### src/rtl/htv_pkg.sv
package htv_pkg;
    localparam int HASH_W = 16;
    typedef logic [HASH_W-1:0] hash_t;
    localparam hash_t MIX_K = {(HASH_W/2){2'b10}};

    function automatic hash_t rotl(hash_t v, int unsigned s);
        return (v << s) | (v >> (HASH_W - s));
    endfunction

    // compression of two child hashes, left child first
    function automatic hash_t mix(hash_t l, hash_t r);
        return ((rotl(l, 3) + r) ^ rotl(r, 7)) + MIX_K;
    endfunction

    // root of a tree whose leaves are all zero
    function automatic hash_t empty_root(int unsigned depth);
        hash_t z;
        z = '0;
        for (int unsigned k = 0; k < depth; k++) z = mix(z, z);
        return z;
    endfunction

    typedef enum logic [2:0] {
        ST_IDLE,
        ST_LEAF_RD,
        ST_CHECK,
        ST_SIB_RD,
        ST_WRBACK,
        ST_REPORT_OK,
        ST_REPORT_BAD
    } htv_state_e;
endpackage

### src/rtl/htv_mix.sv
module htv_mix
    import htv_pkg::*;
(
    input  hash_t a,
    input  hash_t b,
    output hash_t y
);
    assign y = mix(a, b);
endmodule

### src/rtl/htv_node_cache.sv
module htv_node_cache
    import htv_pkg::*;
#(
    parameter int ENTRIES = 8,
    parameter int IDXW    = 5
) (
    input  logic            clk,
    input  logic            rst_n,
    input  logic [IDXW-1:0] lk_idx,
    output logic            lk_hit,
    output hash_t           lk_val,
    input  logic            wr_en,
    input  logic [IDXW-1:0] wr_idx,
    input  hash_t           wr_val
);
    localparam int SLOTW = (ENTRIES > 1) ? $clog2(ENTRIES) : 1;

    logic [ENTRIES-1:0] hit_vec;
    hash_t              dat_arr [ENTRIES];

    for (genvar g = 0; g < ENTRIES; g++) begin : g_slot
        logic            vld;
        logic [IDXW-1:0] tag;
        hash_t           dat;

        always_ff @(posedge clk) begin
            if (!rst_n) begin
                vld <= 1'b0;
                tag <= '0;
                dat <= '0;
            end else if (wr_en && (wr_idx[SLOTW-1:0] == SLOTW'(g))) begin
                vld <= 1'b1;
                tag <= wr_idx;
                dat <= wr_val;
            end
        end

        assign hit_vec[g] = vld && (tag == lk_idx);
        assign dat_arr[g] = dat;
    end

    // a node can only live in its own slot, so any tag match is the hit
    assign lk_hit = |hit_vec;
    assign lk_val = dat_arr[lk_idx[SLOTW-1:0]];
endmodule

### src/rtl/hash_tree_verifier.sv
module hash_tree_verifier
    import htv_pkg::*;
#(
    parameter int DEPTH         = 4,
    parameter int CACHE_ENTRIES = 8
) (
    input  logic               clk,
    input  logic               rst_n,
    input  logic               cmd_valid,
    input  logic               cmd_write,
    input  logic [DEPTH-1:0]   cmd_addr,
    input  logic [HASH_W-1:0]  cmd_wdata,
    output logic               done,
    output logic               tamper,
    output logic [HASH_W-1:0]  rdata,
    output logic               mem_re,
    output logic               mem_we,
    output logic [DEPTH:0]     mem_addr,
    output logic [HASH_W-1:0]  mem_wdata,
    input  logic [HASH_W-1:0]  mem_rdata
);
    localparam int    IDXW      = DEPTH + 1;
    localparam int    LVLW      = $clog2(DEPTH + 1);
    localparam hash_t ROOT_INIT = empty_root(DEPTH);
    localparam logic [LVLW-1:0] TOP_LVL = LVLW'(DEPTH);

    htv_state_e state, state_nx;

    logic            op_wr;
    logic [IDXW-1:0] leaf_idx;
    logic [IDXW-1:0] cur_idx;
    hash_t           cur_val;
    hash_t           data_q;
    hash_t           wdata_q;
    hash_t           new_val;
    hash_t           root_q;
    logic [LVLW-1:0] lvl;
    logic [LVLW-1:0] wb_q;
    hash_t           sib  [DEPTH+1];
    hash_t           path [DEPTH+1];

    logic            lk_hit;
    hash_t           lk_val;
    logic            c_wr_en;
    hash_t           c_wr_val;
    logic [IDXW-1:0] node_wb;
    hash_t           up_a, up_b, up_y;
    hash_t           dn_a, dn_b, dn_y;
    logic            at_root;
    logic            climb;
    logic            chk_bad;
    logic            wb_last;

    htv_node_cache #(
        .ENTRIES (CACHE_ENTRIES),
        .IDXW    (IDXW)
    ) u_cache (
        .clk    (clk),
        .rst_n  (rst_n),
        .lk_idx (cur_idx),
        .lk_hit (lk_hit),
        .lk_val (lk_val),
        .wr_en  (c_wr_en),
        .wr_idx (node_wb),
        .wr_val (c_wr_val)
    );

    // upward fold: sibling arriving from memory meets the running hash
    assign up_a = cur_idx[0] ? mem_rdata : cur_val;
    assign up_b = cur_idx[0] ? cur_val   : mem_rdata;
    htv_mix u_mix_up (.a(up_a), .b(up_b), .y(up_y));

    // write-back fold: new path hash meets the stored sibling
    assign node_wb = leaf_idx >> wb_q;
    assign dn_a    = node_wb[0] ? sib[wb_q] : new_val;
    assign dn_b    = node_wb[0] ? new_val   : sib[wb_q];
    htv_mix u_mix_dn (.a(dn_a), .b(dn_b), .y(dn_y));

    assign at_root = (cur_idx == IDXW'(1));
    assign climb   = !at_root && (!lk_hit || (op_wr && (lk_val == cur_val)));
    assign chk_bad = at_root ? (cur_val != root_q) : (lk_hit && (lk_val != cur_val));
    assign wb_last = (wb_q == lvl);

    // state register
    always_ff @(posedge clk) begin
        if (!rst_n) state <= ST_IDLE;
        else        state <= state_nx;
    end

    // next state
    always_comb begin
        state_nx = state;
        unique case (state)
            ST_IDLE:       if (cmd_valid) state_nx = ST_LEAF_RD;
            ST_LEAF_RD:    state_nx = ST_CHECK;
            ST_CHECK: begin
                if (chk_bad)    state_nx = ST_REPORT_BAD;
                else if (climb) state_nx = ST_SIB_RD;
                else            state_nx = ST_WRBACK;
            end
            ST_SIB_RD:     state_nx = ST_CHECK;
            ST_WRBACK:     if (wb_last) state_nx = ST_REPORT_OK;
            ST_REPORT_OK:  state_nx = ST_IDLE;
            ST_REPORT_BAD: state_nx = ST_IDLE;
            default:       state_nx = ST_IDLE;
        endcase
    end

    // outputs
    always_comb begin
        mem_re    = 1'b0;
        mem_we    = 1'b0;
        mem_addr  = '0;
        mem_wdata = new_val;
        c_wr_en   = 1'b0;
        c_wr_val  = op_wr ? new_val : path[wb_q];
        done      = 1'b0;
        tamper    = 1'b0;
        unique case (state)
            ST_IDLE: begin
                mem_re   = cmd_valid;
                mem_addr = {1'b1, cmd_addr};
            end
            ST_CHECK: begin
                mem_re   = climb && !chk_bad;
                mem_addr = cur_idx ^ IDXW'(1);
            end
            ST_WRBACK: begin
                mem_addr = node_wb;
                mem_we   = op_wr && (wb_q < TOP_LVL);
                c_wr_en  = (wb_q != '0) && (wb_q < TOP_LVL);
            end
            ST_REPORT_OK:  done = 1'b1;
            ST_REPORT_BAD: begin
                done   = 1'b1;
                tamper = 1'b1;
            end
            default: ;
        endcase
    end

    assign rdata = data_q;

    // datapath
    always_ff @(posedge clk) begin
        if (!rst_n) begin
            op_wr    <= 1'b0;
            leaf_idx <= '0;
            cur_idx  <= '0;
            cur_val  <= '0;
            data_q   <= '0;
            wdata_q  <= '0;
            new_val  <= '0;
            root_q   <= ROOT_INIT;
            lvl      <= '0;
            wb_q     <= '0;
            for (int i = 0; i <= DEPTH; i++) begin
                sib[i]  <= '0;
                path[i] <= '0;
            end
        end else begin
            unique case (state)
                ST_IDLE: if (cmd_valid) begin
                    op_wr    <= cmd_write;
                    leaf_idx <= {1'b1, cmd_addr};
                    wdata_q  <= cmd_wdata;
                end
                ST_LEAF_RD: begin
                    cur_val <= mem_rdata;
                    data_q  <= mem_rdata;
                    cur_idx <= leaf_idx;
                    lvl     <= '0;
                end
                ST_CHECK: if (!chk_bad && !climb) begin
                    wb_q    <= op_wr ? LVLW'(0) : LVLW'(1);
                    new_val <= wdata_q;
                end
                ST_SIB_RD: begin
                    sib[lvl]         <= mem_rdata;
                    path[lvl + 1'b1] <= up_y;
                    cur_val          <= up_y;
                    cur_idx          <= cur_idx >> 1;
                    lvl              <= lvl + 1'b1;
                end
                ST_WRBACK: begin
                    if (wb_last) begin
                        if (op_wr) root_q <= new_val;
                    end else begin
                        new_val <= dn_y;
                        wb_q    <= wb_q + 1'b1;
                    end
                end
                default: ;
            endcase
        end
    end
endmodule

### config.mk
export PLATFORM = sky130hd
export DESIGN_NAME = hash_tree_verifier
export DESIGN_NICKNAME = d
export VERILOG_FILES = /design/src/rtl/htv_pkg.sv /design/src/rtl/htv_mix.sv /design/src/rtl/htv_node_cache.sv /design/src/rtl/hash_tree_verifier.sv
export SDC_FILE = /design/constraint.sdc
export NUM_CORES = 1
export LEC_CHECK = 0
export ABC_AREA = 1
export BUFFER_PORTS_ARGS = -buffer_cell sky130_fd_sc_hd__buf_2
export CAP_MARGIN = 30
export CORE_ASPECT_RATIO = 0.8
export CORE_MARGIN = 3
export CORE_UTILIZATION = 57
export CTS_CLUSTER_SIZE = 16
export DETAILED_ROUTE_END_ITERATION = 6
export PLACE_DENSITY = 0.77
export SLEW_MARGIN = 15
export SYNTH_ARGS = -nofsm -noshare
export SYNTH_HDL_FRONTEND = slang
export SYNTH_SLANG_ARGS = --single-unit
### constraint.sdc
create_clock -name clk -period 3.57 [get_ports clk]
set_input_delay 0 -clock clk [delete_from_list [all_inputs] [get_ports clk]]
set_output_delay 0 -clock clk [all_outputs]
set_load 0.05 [all_outputs]
==> flow_summary.toml <==
[yosys]
synthesis.nets = 3656
yosysWarnings = 0
ys_types = 52
synth-edff-count = 256
yosys-top-cells-area = "edfxtp_1 (28%), dfxtp_1 (20%), nand2_1 (12%), o21ai_0 (6.3%), nor2_1 (5.9%)"
synthTopCellsByCount = "nand2_1 (860), nor2_1 (431), inv_1 (363), o21ai_0 (341)"
syn-instance-count = 3579
netlist.top_cell.by_area = "edfxtp_1"
ys.flop_type = "dfxtp_1"
ys_seq_elements = 535
yosysMostFrequentCell = "nand2_1"
syn-cell-area_um2 = 27300
netlist.area_leader.share_pct = 28.2
synthArstFlopShare_pct = 0
avgSynthCellArea_um2 = 7.63
yosysSeqAreaShare_pct = 48.6

[worst_setup_path]
worstSetupPathType = "reg2reg"
cp-end-kind = "flip-flop"
cp-start-kind = "flip-flop"
worstPathArrival_ns = 4.06
cp_max_fo = 7
cp.required_ns = 4.10

[timing]
fmax_mhz = 284
setup_ws_ns = 0.0442
slew_viol_final = 0
slew_headroom_pct = 35.2
setup_violations = 0
period_share_pct = 98.8
tightest_slew_ns = 0.962
layout_min_cycle_time_ns = 3.53
finalClockSkew_ns = 0.0298
rsz0062_at_grt = "true"
hold_viol = 0

[place]
gp_congestion = 0.996
dp_hpwl_um = 58500
placed_cell_area_um2 = 29100
numPortBuffers = 80
dp_slack_ns = -0.116

[route]
wl_um = 91100
ant_nets = 0
drtPass1Iterations = 7
via_count = 26100
drtIter0Drc = 3640
drc = 0
avgViaCountPerCell = 5.89
avgRoutedWirePerCell_um = 20.5

[clocking]
ctsRootBufferMaster = "clkbuf_16"
cts.htree.levels = 2
cts.sinks = 535
clkLatencyLatePin_ns = 0.63
clkTransAtPathRegs_ns = 0.06
cts_inserted_buffers = 52
cts_tree = "done"
clk_path_buf_depth = 3

[grt]
grt_use_met2_pct = 50.7
busiest_layer = "met2"
grt_pass1_vias = 23700
grt_max_degree = 197
grt_pass1_wl_um = 135000
antenna_found_initial = 2
grtUsageMet1_pct = 47.7
met3_usage_pct = 7.52
overflow = 0
grt_usage_pct = 34.1

[floorplanning]
core-area_um2 = 47200
die_h_um = 202
std_cell_rows = 71
die_x_um = 251
die_area_um2 = 50600
start_util_pct = 57.9
ioPinCount = 81

[final_layout]
antennaDiodeCount = 0
fin_util_pct = 69.8
nets = 3855
design_area_um2 = 32900
drive_above_1_share_pct = 17.3
syn_to_final_growth_pct = 20.6

[status]
status = "complete, no violations"

[power]
power_density_nw_per_um2 = 685
peakVddDrop_v = 0.000501
power_leakage_nw = 14.0

[run]
maxCapViolCount = 0

[hold_path]
hold_class = "in2reg"
-- routing by layer --
metal,vias to the layer above,part of all wire [%],wire length (um)
li1,12200,-,-
met1,12000,40,36000
met2,1580,43,39300
met4,8,5.1,4640
met5,-,0.13,120
met3,299,12,10900
-- registers in the layout, indices dropped and copies added, names as in the netlist, named ones only --
signal	flops
cur_idx	5
cur_val	16
leaf_idx	5
lvl	3
mem_wdata	16
op_wr	1
path	128
rdata	16
root_q	16
sib	128
state	3
u_cache.g_slot.dat	128
u_cache.g_slot.tag	40
u_cache.g_slot.vld	8
wb_q	3
wdata_q	16
-- report_power, final --
group / switching (mW) / internal (mW)
Sequential: 0.211 / 6.90
Combinational: 6.33 / 3.19
Clock: 2.46 / 3.47
Total: 9.00 / 13.6
-- final cells by class --
| class | count | area [um2] |
|---|---|---|
| timing repair buffer | 339 | 2880 |
| clock buffer | 62 | 1410 |
| fill | 3696 | 14200 |
| inverter | 382 | 1450 |
| clock inverter | 32 | 415 |
| tap | 620 | 776 |
| multi-input combinational | 2468 | 12700 |
| sequential | 535 | 13300 |
-- logic make-up after synthesis --
kind of cell / share of synthesized area [%]
adder cells (fa/ha/maj): 1.75
XOR/XNOR: 1.78
AO/OA/AOI/OAI: 14.7
flip-flops: 48.6
AND/OR/NAND/NOR: 24.6
buffers and inverters: 8.54
-- through the flow --
stage | TNS (ns) | total power, mW | std cells | hold WS (ns)
2_1_floorplan | 0 | 12.4 | 3579 | 0.0989
3_3_place_gp | -0.151 | 15.1 | 4253 | 0.274
3_5_place_dp | -0.336 | 15.1 | 4253 | 0.276
4_1_cts | 0 | 21.1 | 4399 | 0.205
5_1_grt | -1.83 | 23.6 | 4438 | 0.238
6_report | 0 | 22.6 | 4438 | 0.227
-- worst max-delay path, stage by stage (launching register included) --
cell and delay, ns:
dfxtp_4 0.51, clkbuf_16 0.21, nor2_4 0.04, nor2_1 0.13, nand2_1 0.10, nand3_2 0.13, nand3_2 0.13, nand2_2 0.13
ha_4 0.15, buf_4 0.10, buf_4 0.11, nand3_1 0.12, nand3_4 0.15, buf_4 0.13, nand2_1 0.06, nand3_1 0.09
nand2_2 0.08, nand3_1 0.09, nand2_1 0.14, nor2_2 0.17, nand3b_1 0.11, nand2_2 0.09, nand2_1 0.07, nand2_1 0.06
nand2_1 0.05, nand3_1 0.07, nand2_1 0.08, a21oi_2 0.15
-- worst paths after layout --
check,end,startpoint,cells past startpoint,slack (ns)
worst max-delay path,mem_wdata[13],flip-flop,27,0.04
worst min-delay path,wdata_q[8],cmd_wdata[8],4,0.23
worst max register to register,mem_wdata[13],flip-flop,27,0.04
worst min register to register,rdata[2],rdata[2],2,0.45
-- layout by cell type (no fill, tap or decap), drive strengths merged, types with 14 or more instances in the layout --
cell	n
nand2	868
nor2	440
inv	376
o21ai	366
buf	283
nand3	282
dfxtp	279
a21oi	258
edfxtp	256
clkbuf	69
dlygate4sd3	48
xor2	35
ha	35
o221ai	30
o22ai	28
clkinv	27
nor3	24
xnor2	17
o211ai	16
nand4	14
-- timing repair --
| action | in CTS | in global routing |
|---|---|---|
| pin swaps | 2 | 89 |
| buffers inserted | 2 | 31 |
| gates resized for setup | 16 | 283 |
| setup endpoints to repair | 12 | 54 |
| gates cloned | 2 | 9 |
| hold buffers | 48 | 0 |
| hold endpoints to repair | 113 | 0 |
Power figures use the tool's default switching activity.
